File: config.mk
export PLATFORM = sky130hd
export DESIGN_NAME = nand_cycle_seq
export DESIGN_NICKNAME = d
export VERILOG_FILES = /design/src/rtl/nand_seq_pkg.sv /design/src/rtl/nand_phase_timer.sv /design/src/rtl/nand_read_capture.sv /design/src/rtl/nand_strobe_decode.sv /design/src/rtl/nand_cycle_seq.sv
export SDC_FILE = /design/constraint.sdc
export NUM_CORES = 1
export LEC_CHECK = 0
export CAP_MARGIN = 20
export CORE_MARGIN = 1.5
export CORE_UTILIZATION = 38
export DETAILED_ROUTE_END_ITERATION = 7
export MAX_ROUTING_LAYER = met4
export PLACE_DENSITY = 0.66
export REMOVE_ABC_BUFFERS = 1
export SLEW_MARGIN = 10
export SYNTH_ARGS = -nofsm -noshare
export SYNTH_HDL_FRONTEND = slang
export SYNTH_SLANG_ARGS = --single-unit
File: constraint.sdc
create_clock -name clk -period 4.07 [get_ports clk]
set_clock_uncertainty 0.1 [all_clocks]
set_input_delay 1.0175 -clock clk [delete_from_list [all_inputs] [get_ports clk]]
set_output_delay 1.0175 -clock clk [all_outputs]
set_load 0.1 [all_outputs]
File: src/rtl/nand_seq_pkg.sv
package nand_seq_pkg;

    localparam int PHASE_W_DEF = 4;
    localparam int DATA_W_DEF  = 8;
    localparam int DLY_W_DEF   = 4;

    typedef enum logic [1:0] {
        CYC_CMD   = 2'd0,
        CYC_ADDR  = 2'd1,
        CYC_WRITE = 2'd2,
        CYC_READ  = 2'd3
    } cyc_kind_e;

    typedef enum logic [2:0] {
        PH_IDLE,
        PH_LEAD,
        PH_WAIT,
        PH_SETUP,
        PH_STROBE,
        PH_HOLD,
        PH_TAIL
    } phase_e;

    function automatic logic kind_drives_bus(cyc_kind_e k);
        return k != CYC_READ;
    endfunction

    function automatic logic phase_is_active(phase_e p);
        return (p == PH_SETUP) || (p == PH_STROBE) || (p == PH_HOLD);
    endfunction

endpackage

File: src/rtl/nand_phase_timer.sv
module nand_phase_timer #(
    parameter int CNT_W = 5
) (
    input  logic             clk,
    input  logic             rst,
    input  logic             load,
    input  logic [CNT_W-1:0] load_len_m1,
    output logic             done
);
    logic [CNT_W-1:0] cnt;

    always_ff @(posedge clk) begin
        if (rst) begin
            cnt <= '0;
        end else if (load) begin
            cnt <= load_len_m1;
        end else if (cnt != '0) begin
            cnt <= cnt - 1'b1;
        end
    end

    assign done = (cnt == '0);
endmodule

File: src/rtl/nand_read_capture.sv
module nand_read_capture #(
    parameter int DATA_W = 8,
    parameter int DLY_W  = 4
) (
    input  logic              clk,
    input  logic              rst,
    input  logic              strobe_end,
    input  logic              edo,
    input  logic [DLY_W-1:0]  delay,
    input  logic [DATA_W-1:0] dq_i,
    output logic [DATA_W-1:0] rd_byte,
    output logic              busy
);
    logic             pending;
    logic [DLY_W-1:0] cnt;

    always_ff @(posedge clk) begin
        if (rst) begin
            pending <= 1'b0;
            cnt     <= '0;
            rd_byte <= '0;
        end else if (strobe_end) begin
            cnt <= delay;
            if (!edo || delay == '0) begin
                rd_byte <= dq_i;
                pending <= 1'b0;
            end else begin
                pending <= 1'b1;
            end
        end else if (pending) begin
            cnt <= cnt - 1'b1;
            if (cnt == DLY_W'(1)) begin
                rd_byte <= dq_i;
                pending <= 1'b0;
            end
        end
    end

    // busy low on the capturing edge lets the release coincide with capture
    assign busy = pending && (cnt != DLY_W'(1));


    edo_count_down_chk: assert property (@(posedge clk) disable iff (rst)
        (pending && !strobe_end && cnt != DLY_W'(1)) |=> pending);
endmodule

File: src/rtl/nand_strobe_decode.sv
module nand_strobe_decode
    import nand_seq_pkg::*;
#(
    parameter int DATA_W = 8
) (
    input  phase_e            phase,
    input  cyc_kind_e         kind,
    input  logic [DATA_W-1:0] data,
    output logic              ce_n,
    output logic              cle,
    output logic              ale,
    output logic              we_n,
    output logic              re_n,
    output logic [DATA_W-1:0] dq_o,
    output logic              dq_oe
);
    logic drive;
    logic active;

    always_comb begin
        drive  = kind_drives_bus(kind);
        active = phase_is_active(phase);
        ce_n   = (phase == PH_IDLE);
        cle    = active && (kind == CYC_CMD);
        ale    = active && (kind == CYC_ADDR);
        we_n   = !(drive && phase == PH_STROBE);
        re_n   = !(!drive && phase == PH_STROBE);
        dq_oe  = drive && active;
        dq_o   = data;
    end
endmodule

File: src/rtl/nand_cycle_seq.sv
module nand_cycle_seq
    import nand_seq_pkg::*;
#(
    parameter int PHASE_W = PHASE_W_DEF,
    parameter int DATA_W  = DATA_W_DEF,
    parameter int DLY_W   = DLY_W_DEF
) (
    input  logic               clk,
    input  logic               rst,
    input  logic               req_valid,
    output logic               req_ready,
    input  logic [1:0]         req_kind,
    input  logic [DATA_W-1:0]  req_byte,
    input  logic [PHASE_W-1:0] req_addr_setup,
    input  logic [PHASE_W-1:0] req_data_setup,
    input  logic [PHASE_W-1:0] req_data_hold,
    input  logic               req_edo,
    input  logic [DLY_W-1:0]   req_edo_delay,
    output logic               ack,
    output logic [DATA_W-1:0]  rd_byte,
    output logic               nand_ce_n,
    output logic               nand_cle,
    output logic               nand_ale,
    output logic               nand_we_n,
    output logic               nand_re_n,
    output logic [DATA_W-1:0]  nand_dq_o,
    output logic               nand_dq_oe,
    input  logic [DATA_W-1:0]  nand_dq_i,
    input  logic               nand_rdy
);
    localparam int CNT_W = PHASE_W + 1;

    typedef struct packed {
        cyc_kind_e          kind;
        logic [DATA_W-1:0]  data;
        logic [PHASE_W-1:0] as_len;
        logic [PHASE_W-1:0] ds_len;
        logic [PHASE_W-1:0] dh_len;
        logic               edo;
        logic [DLY_W-1:0]   dly;
    } req_t;

    phase_e           ph, ph_nxt;
    req_t             cur;
    logic             tmr_load, tmr_done, strobe_end, cap_busy;
    logic [CNT_W-1:0] tmr_len;

    assign req_ready = (ph == PH_IDLE);

    always_comb begin
        ph_nxt     = ph;
        tmr_load   = 1'b0;
        tmr_len    = '0;
        strobe_end = 1'b0;
        case (ph)
            PH_IDLE:   if (req_valid)
                           ph_nxt = (cyc_kind_e'(req_kind) == CYC_READ) ? PH_WAIT : PH_LEAD;
            PH_LEAD: begin
                tmr_load = 1'b1;
                if (cur.as_len != '0) begin
                    ph_nxt  = PH_SETUP;
                    tmr_len = CNT_W'(cur.as_len) - 1'b1;
                end else begin
                    ph_nxt  = PH_STROBE;
                    tmr_len = CNT_W'(cur.ds_len) - 1'b1;
                end
            end
            PH_WAIT:   if (nand_rdy) begin
                           ph_nxt   = PH_SETUP;
                           tmr_load = 1'b1;
                           tmr_len  = CNT_W'(cur.as_len) + 1'b1;
                       end
            PH_SETUP:  if (tmr_done) begin
                           ph_nxt   = PH_STROBE;
                           tmr_load = 1'b1;
                           tmr_len  = CNT_W'(cur.ds_len) - 1'b1;
                       end
            PH_STROBE: if (tmr_done) begin
                           ph_nxt     = PH_HOLD;
                           tmr_load   = 1'b1;
                           tmr_len    = CNT_W'(cur.dh_len) - 1'b1;
                           strobe_end = (cur.kind == CYC_READ);
                       end
            PH_HOLD:   if (tmr_done) ph_nxt = PH_TAIL;
            PH_TAIL:   if (!cap_busy) ph_nxt = PH_IDLE;
            default:   ph_nxt = PH_IDLE;
        endcase
    end

    always_ff @(posedge clk) begin
        if (rst) begin
            ph  <= PH_IDLE;
            cur <= '0;
            ack <= 1'b0;
        end else begin
            ph  <= ph_nxt;
            ack <= (ph == PH_TAIL) && (ph_nxt == PH_IDLE);
            if (ph == PH_IDLE && req_valid) begin
                cur.kind   <= cyc_kind_e'(req_kind);
                cur.data   <= req_byte;
                cur.as_len <= req_addr_setup;
                cur.ds_len <= (req_data_setup == '0) ? PHASE_W'(1) : req_data_setup;
                cur.dh_len <= (req_data_hold == '0) ? PHASE_W'(1) : req_data_hold;
                cur.edo    <= req_edo;
                cur.dly    <= req_edo_delay;
            end
        end
    end

    nand_phase_timer #(.CNT_W(CNT_W)) i_timer (
        .clk(clk), .rst(rst), .load(tmr_load), .load_len_m1(tmr_len), .done(tmr_done)
    );

    nand_read_capture #(.DATA_W(DATA_W), .DLY_W(DLY_W)) i_capture (
        .clk(clk), .rst(rst), .strobe_end(strobe_end), .edo(cur.edo),
        .delay(cur.dly), .dq_i(nand_dq_i), .rd_byte(rd_byte), .busy(cap_busy)
    );

    nand_strobe_decode #(.DATA_W(DATA_W)) i_decode (
        .phase(ph), .kind(cur.kind), .data(cur.data),
        .ce_n(nand_ce_n), .cle(nand_cle), .ale(nand_ale),
        .we_n(nand_we_n), .re_n(nand_re_n), .dq_o(nand_dq_o), .dq_oe(nand_dq_oe)
    );


    strobes_exclusive_chk: assert property (@(posedge clk) disable iff (rst)
        !(!nand_we_n && !nand_re_n));


    strobe_inside_ce_chk: assert property (@(posedge clk) disable iff (rst)
        (!nand_we_n || !nand_re_n) |-> !nand_ce_n);


    ce_lead_cycle_chk: assert property (@(posedge clk) disable iff (rst)
        $fell(nand_ce_n) |-> (!nand_cle && !nand_ale && nand_we_n));


    latch_enables_exclusive_chk: assert property (@(posedge clk) disable iff (rst)
        !(nand_cle && nand_ale));


    no_drive_on_read_chk: assert property (@(posedge clk) disable iff (rst)
        nand_dq_oe |-> nand_re_n);


    ack_single_pulse_chk: assert property (@(posedge clk) disable iff (rst)
        ack |=> !ack);


    accept_leaves_idle_chk: assert property (@(posedge clk) disable iff (rst)
        (req_valid && req_ready) |=> (!req_ready && !nand_ce_n));


    ack_after_release_chk: assert property (@(posedge clk) disable iff (rst)
        ack |-> (nand_ce_n && req_ready));
endmodule

## Word level (Yosys, flattened, before mapping)

Cells that the tools add are included.

- Register bits after elaboration: 49

- $add $sub $neg: 6
- Equal/unequal tests: 13
- Mux-type cells: 33
- Reduce and logical (&&, ||, !) cells: 29

Operators by type and width:

| operator | number |
|---|---|
| two-way mux 8 bit | 4 |
| two-way mux 5 bit | 6 |
| two-way mux 3 bit | 7 |
| case mux 3 bit (7 select lines) | 1 |
| case mux 5 bit (4 select lines) | 1 |
| two-way mux 4 bit | 4 |
| subtractor 4 x 1 -> 5 bit (second input constant) | 3 |
| logical NOT 4 bit | 3 |
| == test 3 bit (second input constant) | 3 |
| logical AND 1 bit | 8 |
| two-way mux 1 bit | 8 |
| == test 3 x 2 -> 1 bit (second input constant) | 2 |
| logical NOT 3 bit | 2 |
| nonzero test 2 bit | 3 |
| adder 4 x 1 -> 5 bit (second input constant) | 1 |
| logical NOT 5 bit | 1 |
| nonzero test 5 bit | 1 |
| subtractor 5 x 1 -> 5 bit (second input constant) | 1 |
| == test 2 bit (second input constant) | 2 |
| == test 4 x 1 -> 1 bit (second input constant) | 1 |
| logical NOT 1 bit | 4 |
| inequality test 2 bit (second input constant) | 2 |
| inequality test 4 x 1 -> 1 bit (second input constant) | 1 |
| nonzero test 4 bit | 1 |
| other kinds (9) | 11 |

## Logic depth before layout (Yosys ltp)

- Depth in word-level cells: 6
- Mapped depth: 9
- Mapped depth without buffers: 7

## Cells and area by module

A second synthesis with hierarchy kept.

- Cells, all modules: 330
- Area total of the unflattened synthesis: 2687.6 µm²

By module, submodules not included:

| module | times used | cells each | area each (µm²) | sequential area each (µm²) |
|---|---|---|---|---|
| nand_cycle_seq | 1 | 210 | 1606.5 | 620.6 |
| nand_read_capture | 1 | 70 | 661.9 | 260.2 |
| nand_phase_timer | 1 | 32 | 287.8 | 100.1 |
| nand_strobe_decode | 1 | 18 | 131.4 | 0.0 |

## Worst setup path before layout

Ideal clock, no wire load.

- Kind: reg2out
- Start: reg ph[1]
- End: out req_ready
- Data arrival time: 3.303 ns
- Required time: 2.953 ns
- Setup slack: -0.350 ns
- Cell stages (with the launch flop): 4
- Cells stage by stage: dfxtp_1 clkbuf_1 nor3_1 buf_4

- Word-level cells in the longest chain between the ends: 1

RTL lines:

| what | line | text |
|---|---|---|
| start: declaration | nand_cycle_seq.sv:43 | `phase_e ph, ph_nxt;` |
| start signal: assignment | nand_cycle_seq.sv:96 | `ph <= ph_nxt;` |
| logical NOT 3 bit | n/a |  |
| end: declaration | nand_cycle_seq.sv:11 | `output logic req_ready,` |

No other way between the ends.

## Final worst setup path

- Start: reg ph[2]
- End: out nand_re_n

- Word-level cells in the longest chain between the ends: 3

RTL lines:

| what | line | text |
|---|---|---|
| == test 3 bit | nand_strobe_decode.sv:27 | `re_n = !(!drive && phase == PH_STROBE);` |
| logical AND 1 bit | nand_strobe_decode.sv:27 |  |
| logical NOT 1 bit | nand_strobe_decode.sv:27 |  |
| end: declaration | nand_cycle_seq.sv:25 | `output logic nand_re_n,` |

No other way between the ends.

==> run metrics <==
outcome=finished clean; Synth Instances=321; dpl cell area=3100 um2; Max Fclk=0.326 GHz; final core area utilization=50.7%; kind of critical path=flop to output port; Synth area leaders=dfxtp_1 39%, nand2_1 9.8%, a21oi_1 7.3%, nor2_1 4.1%, ha_1 3.9%; Critical Path AT=a little under 2000 ps; Post-Layout Cell Count=between 400 and 500; total CTS buffers=5; nets@finish=just over 400; RSZ-0062 raised after global routing=no; Critical Path RT=2950 ps; slowest stage cell on the critical path=nor3b_1; All-Layer GR Usage=between 10% and 20%; critical path startpoint category=flop; fin crit share=around three quarters; Critical Path Start=ph[2]$_SDFF_PP0_; Worst-Skew Late Latency=~310 ps; antenna violations before repair=0; Starting Density=about two fifths; Synthesis Warnings=0; CTS tree=done; Critical Path Fanout Max=15; Final min period=3060 ps; hold buffer count at CTS=0; CTS H-Tree Depth=2; Yosys cell types=43; setup bufs post-CTS=0; worst-case clock buffer depth=2; Cell Area, Synth=about 2500 um2; CP Cell Sequence=nor3b_1, nand3_1, buf_4; Critical Path Sink Type=output port; ys flop type=dfxtp_1; beginning of the worst hold path=cur[19]$_SDFFE_PP0P_; placed wire-length estimate=4010 um; initial DRC count=slightly below 80; Rel. slew slack=around a third; VDD IR max=406 uV; top cell type by total area after synthesis=dfxtp_1; clock sink count=49; final setup vio count=0; clock root cell=clkbuf_8; Overall Power=0.00205 W; die area=~7200 um2; PostCTS Resize Cnt=0; Seq cells post-synth=49; sequential fraction of the synthesis area=38.7%; Finished Cell Area=3240 um2; Core Box Area=around 6400 um2; # rows=29; most common cell in the netlist=nand2_1; Filler cells=around 660; grt total ovfl=0; area occupied by multi-input gates=about 1400 um2; async set-reset flop share out of synthesis=0%; most frequent cells after synthesis=66 x nand2_1, 49 x dfxtp_1, 37 x a21oi_1; Synth Area per Inst=roughly 7.9 um2; CP max stage delay=between 600 and 700 ps; share of cells above drive strength 1=under 10%; pwr/cell area=approximately 630 nW/um2; average wire per standard cell=roughly 13 um; number of detailed-route iterations in the first pass=5; R2R Path Start=i_timer.cnt[0]$_SDFFE_PP0P_; Die Y=around 85 um; worst hold path type=flop to flop; Inst Count DP=roughly 430; vias in the first global route=between 2000 and 2500; Leakage=1.18 nW; Via density=between 5 and 6; share of the synthesized area in the top cell type=approximately 39%; DRC=0; Die X=around 85 um; largest net degree at the start of global routing=42; Hold Fails Final Rpt=0; EDFF count, synth=0; routed wire length=between 5000 and 6000 um; Area Growth Syn to Fin=27.6%; Worst Tran Pin Value=slightly below 1000 ps; Antenna diodes=0; first-pass GRT wire length=9400 um; register area=slightly below 1000 um2; Placer Congestion=about 0.88; IO Count=between 60 and 70; port bufs=62; Final ANT Viol Nets=0; vias=between 2000 and 2500; MaxCap Viol Count=0; Clk pin slew, worst setup/hold paths=~90 ps; fin. max-slew vios=0
==> critical path, delay by kind of cell (launching register included) <==
kind | cells | cell delay (ps)
buffers and inverters | 1 | 260
and+or+nand+nor | 2 | 800
DFF | 1 | 580
==> metrics by stage <==
step,setup TNS [ps],setup slack (ps),hold slack [ps]
after detailed placement,0,1060,352
after global routing,0,859,393
final,0,1010,362
after CTS,0,1010,365
after global placement,0,1150,344
after floorplan,-90120,-3090,330
==> final timing paths <==
kind,endpoint,slack [ps],depth (start not counted)
hold / removal,cur[19]$_SDFFE_PP0P_,360,2
hold reg to reg,cur[19]$_SDFFE_PP0P_,360,2
setup / recovery,nand_re_n,1010,3
setup reg to reg,i_capture.rd_byte[0]$_SDFFE_PP0P_,1570,7
==> per-layer routing <==
metal	wire, um	global-route usage [%]	vias to the layer above
li1	-	-	1170
met1	2720	21.2	1026
met2	2560	26.1	63
met3	283	3.93	6
met4	59	4.69	0
met5	0	-	-
==> area by class of cell <==
type	instances	share of cell area, %
Clock buffer	5	2.13
Clock inverter	3	2.13
Inverter	12	1.39
Multi-Input combinational cell	233	42.2
Sequential cell	49	30.3
Tap cell	77	2.98
Timing Repair Buffer	63	18.9
==> cells by family after synthesis <==
logic type | Yosys count | synth area share (%)
compound gates | 66 | 15.5
xor+xnor | 12 | 4.15
fa+ha+maj | 8 | 3.95
buf+inv | 39 | 7.45
flops | 49 | 38.7
mux | 12 | 4.99
simple gates | 135 | 25.2
==> state kept, by name, summed over array words and instances (netlist names) <==
signal	count
ack	1
cur	27
i_capture.cnt	4
i_capture.pending	1
i_capture.rd_byte	8
i_timer.cnt	5
ph	3
==> where the power goes <==
part | switching [W] | internal, W
Sequential | 0.0000999 | 0.000562
Clock | 0.000169 | 0.000247
Combinational | 0.000654 | 0.000318
==> layout by cell type (no fill, tap or decap), types with 2 or more instances in the layout <==
cell type,instances
dfxtp_1,49
a211oi_1,3
bufinv_16,2
nand2b_1,3
and3b_1,2
o22ai_1,4
a22oi_1,3
nor4b_1,2
xnor2_1,8
clkdlybuf4s50_1,55
ha_1,8
nor3b_1,6
o211ai_1,2
a21oi_1,37
xor2_1,4
inv_1,12
mux2i_1,10
a41oi_1,2
o21ai_0,6
nor2b_1,4
or4b_1,2
or3b_2,2
nand2_1,66
nor2_1,28
nand3_1,2
a221oi_1,2
buf_4,8
clkbuf_8,5
nor3_1,14
Power figures use the tool's default switching activity.
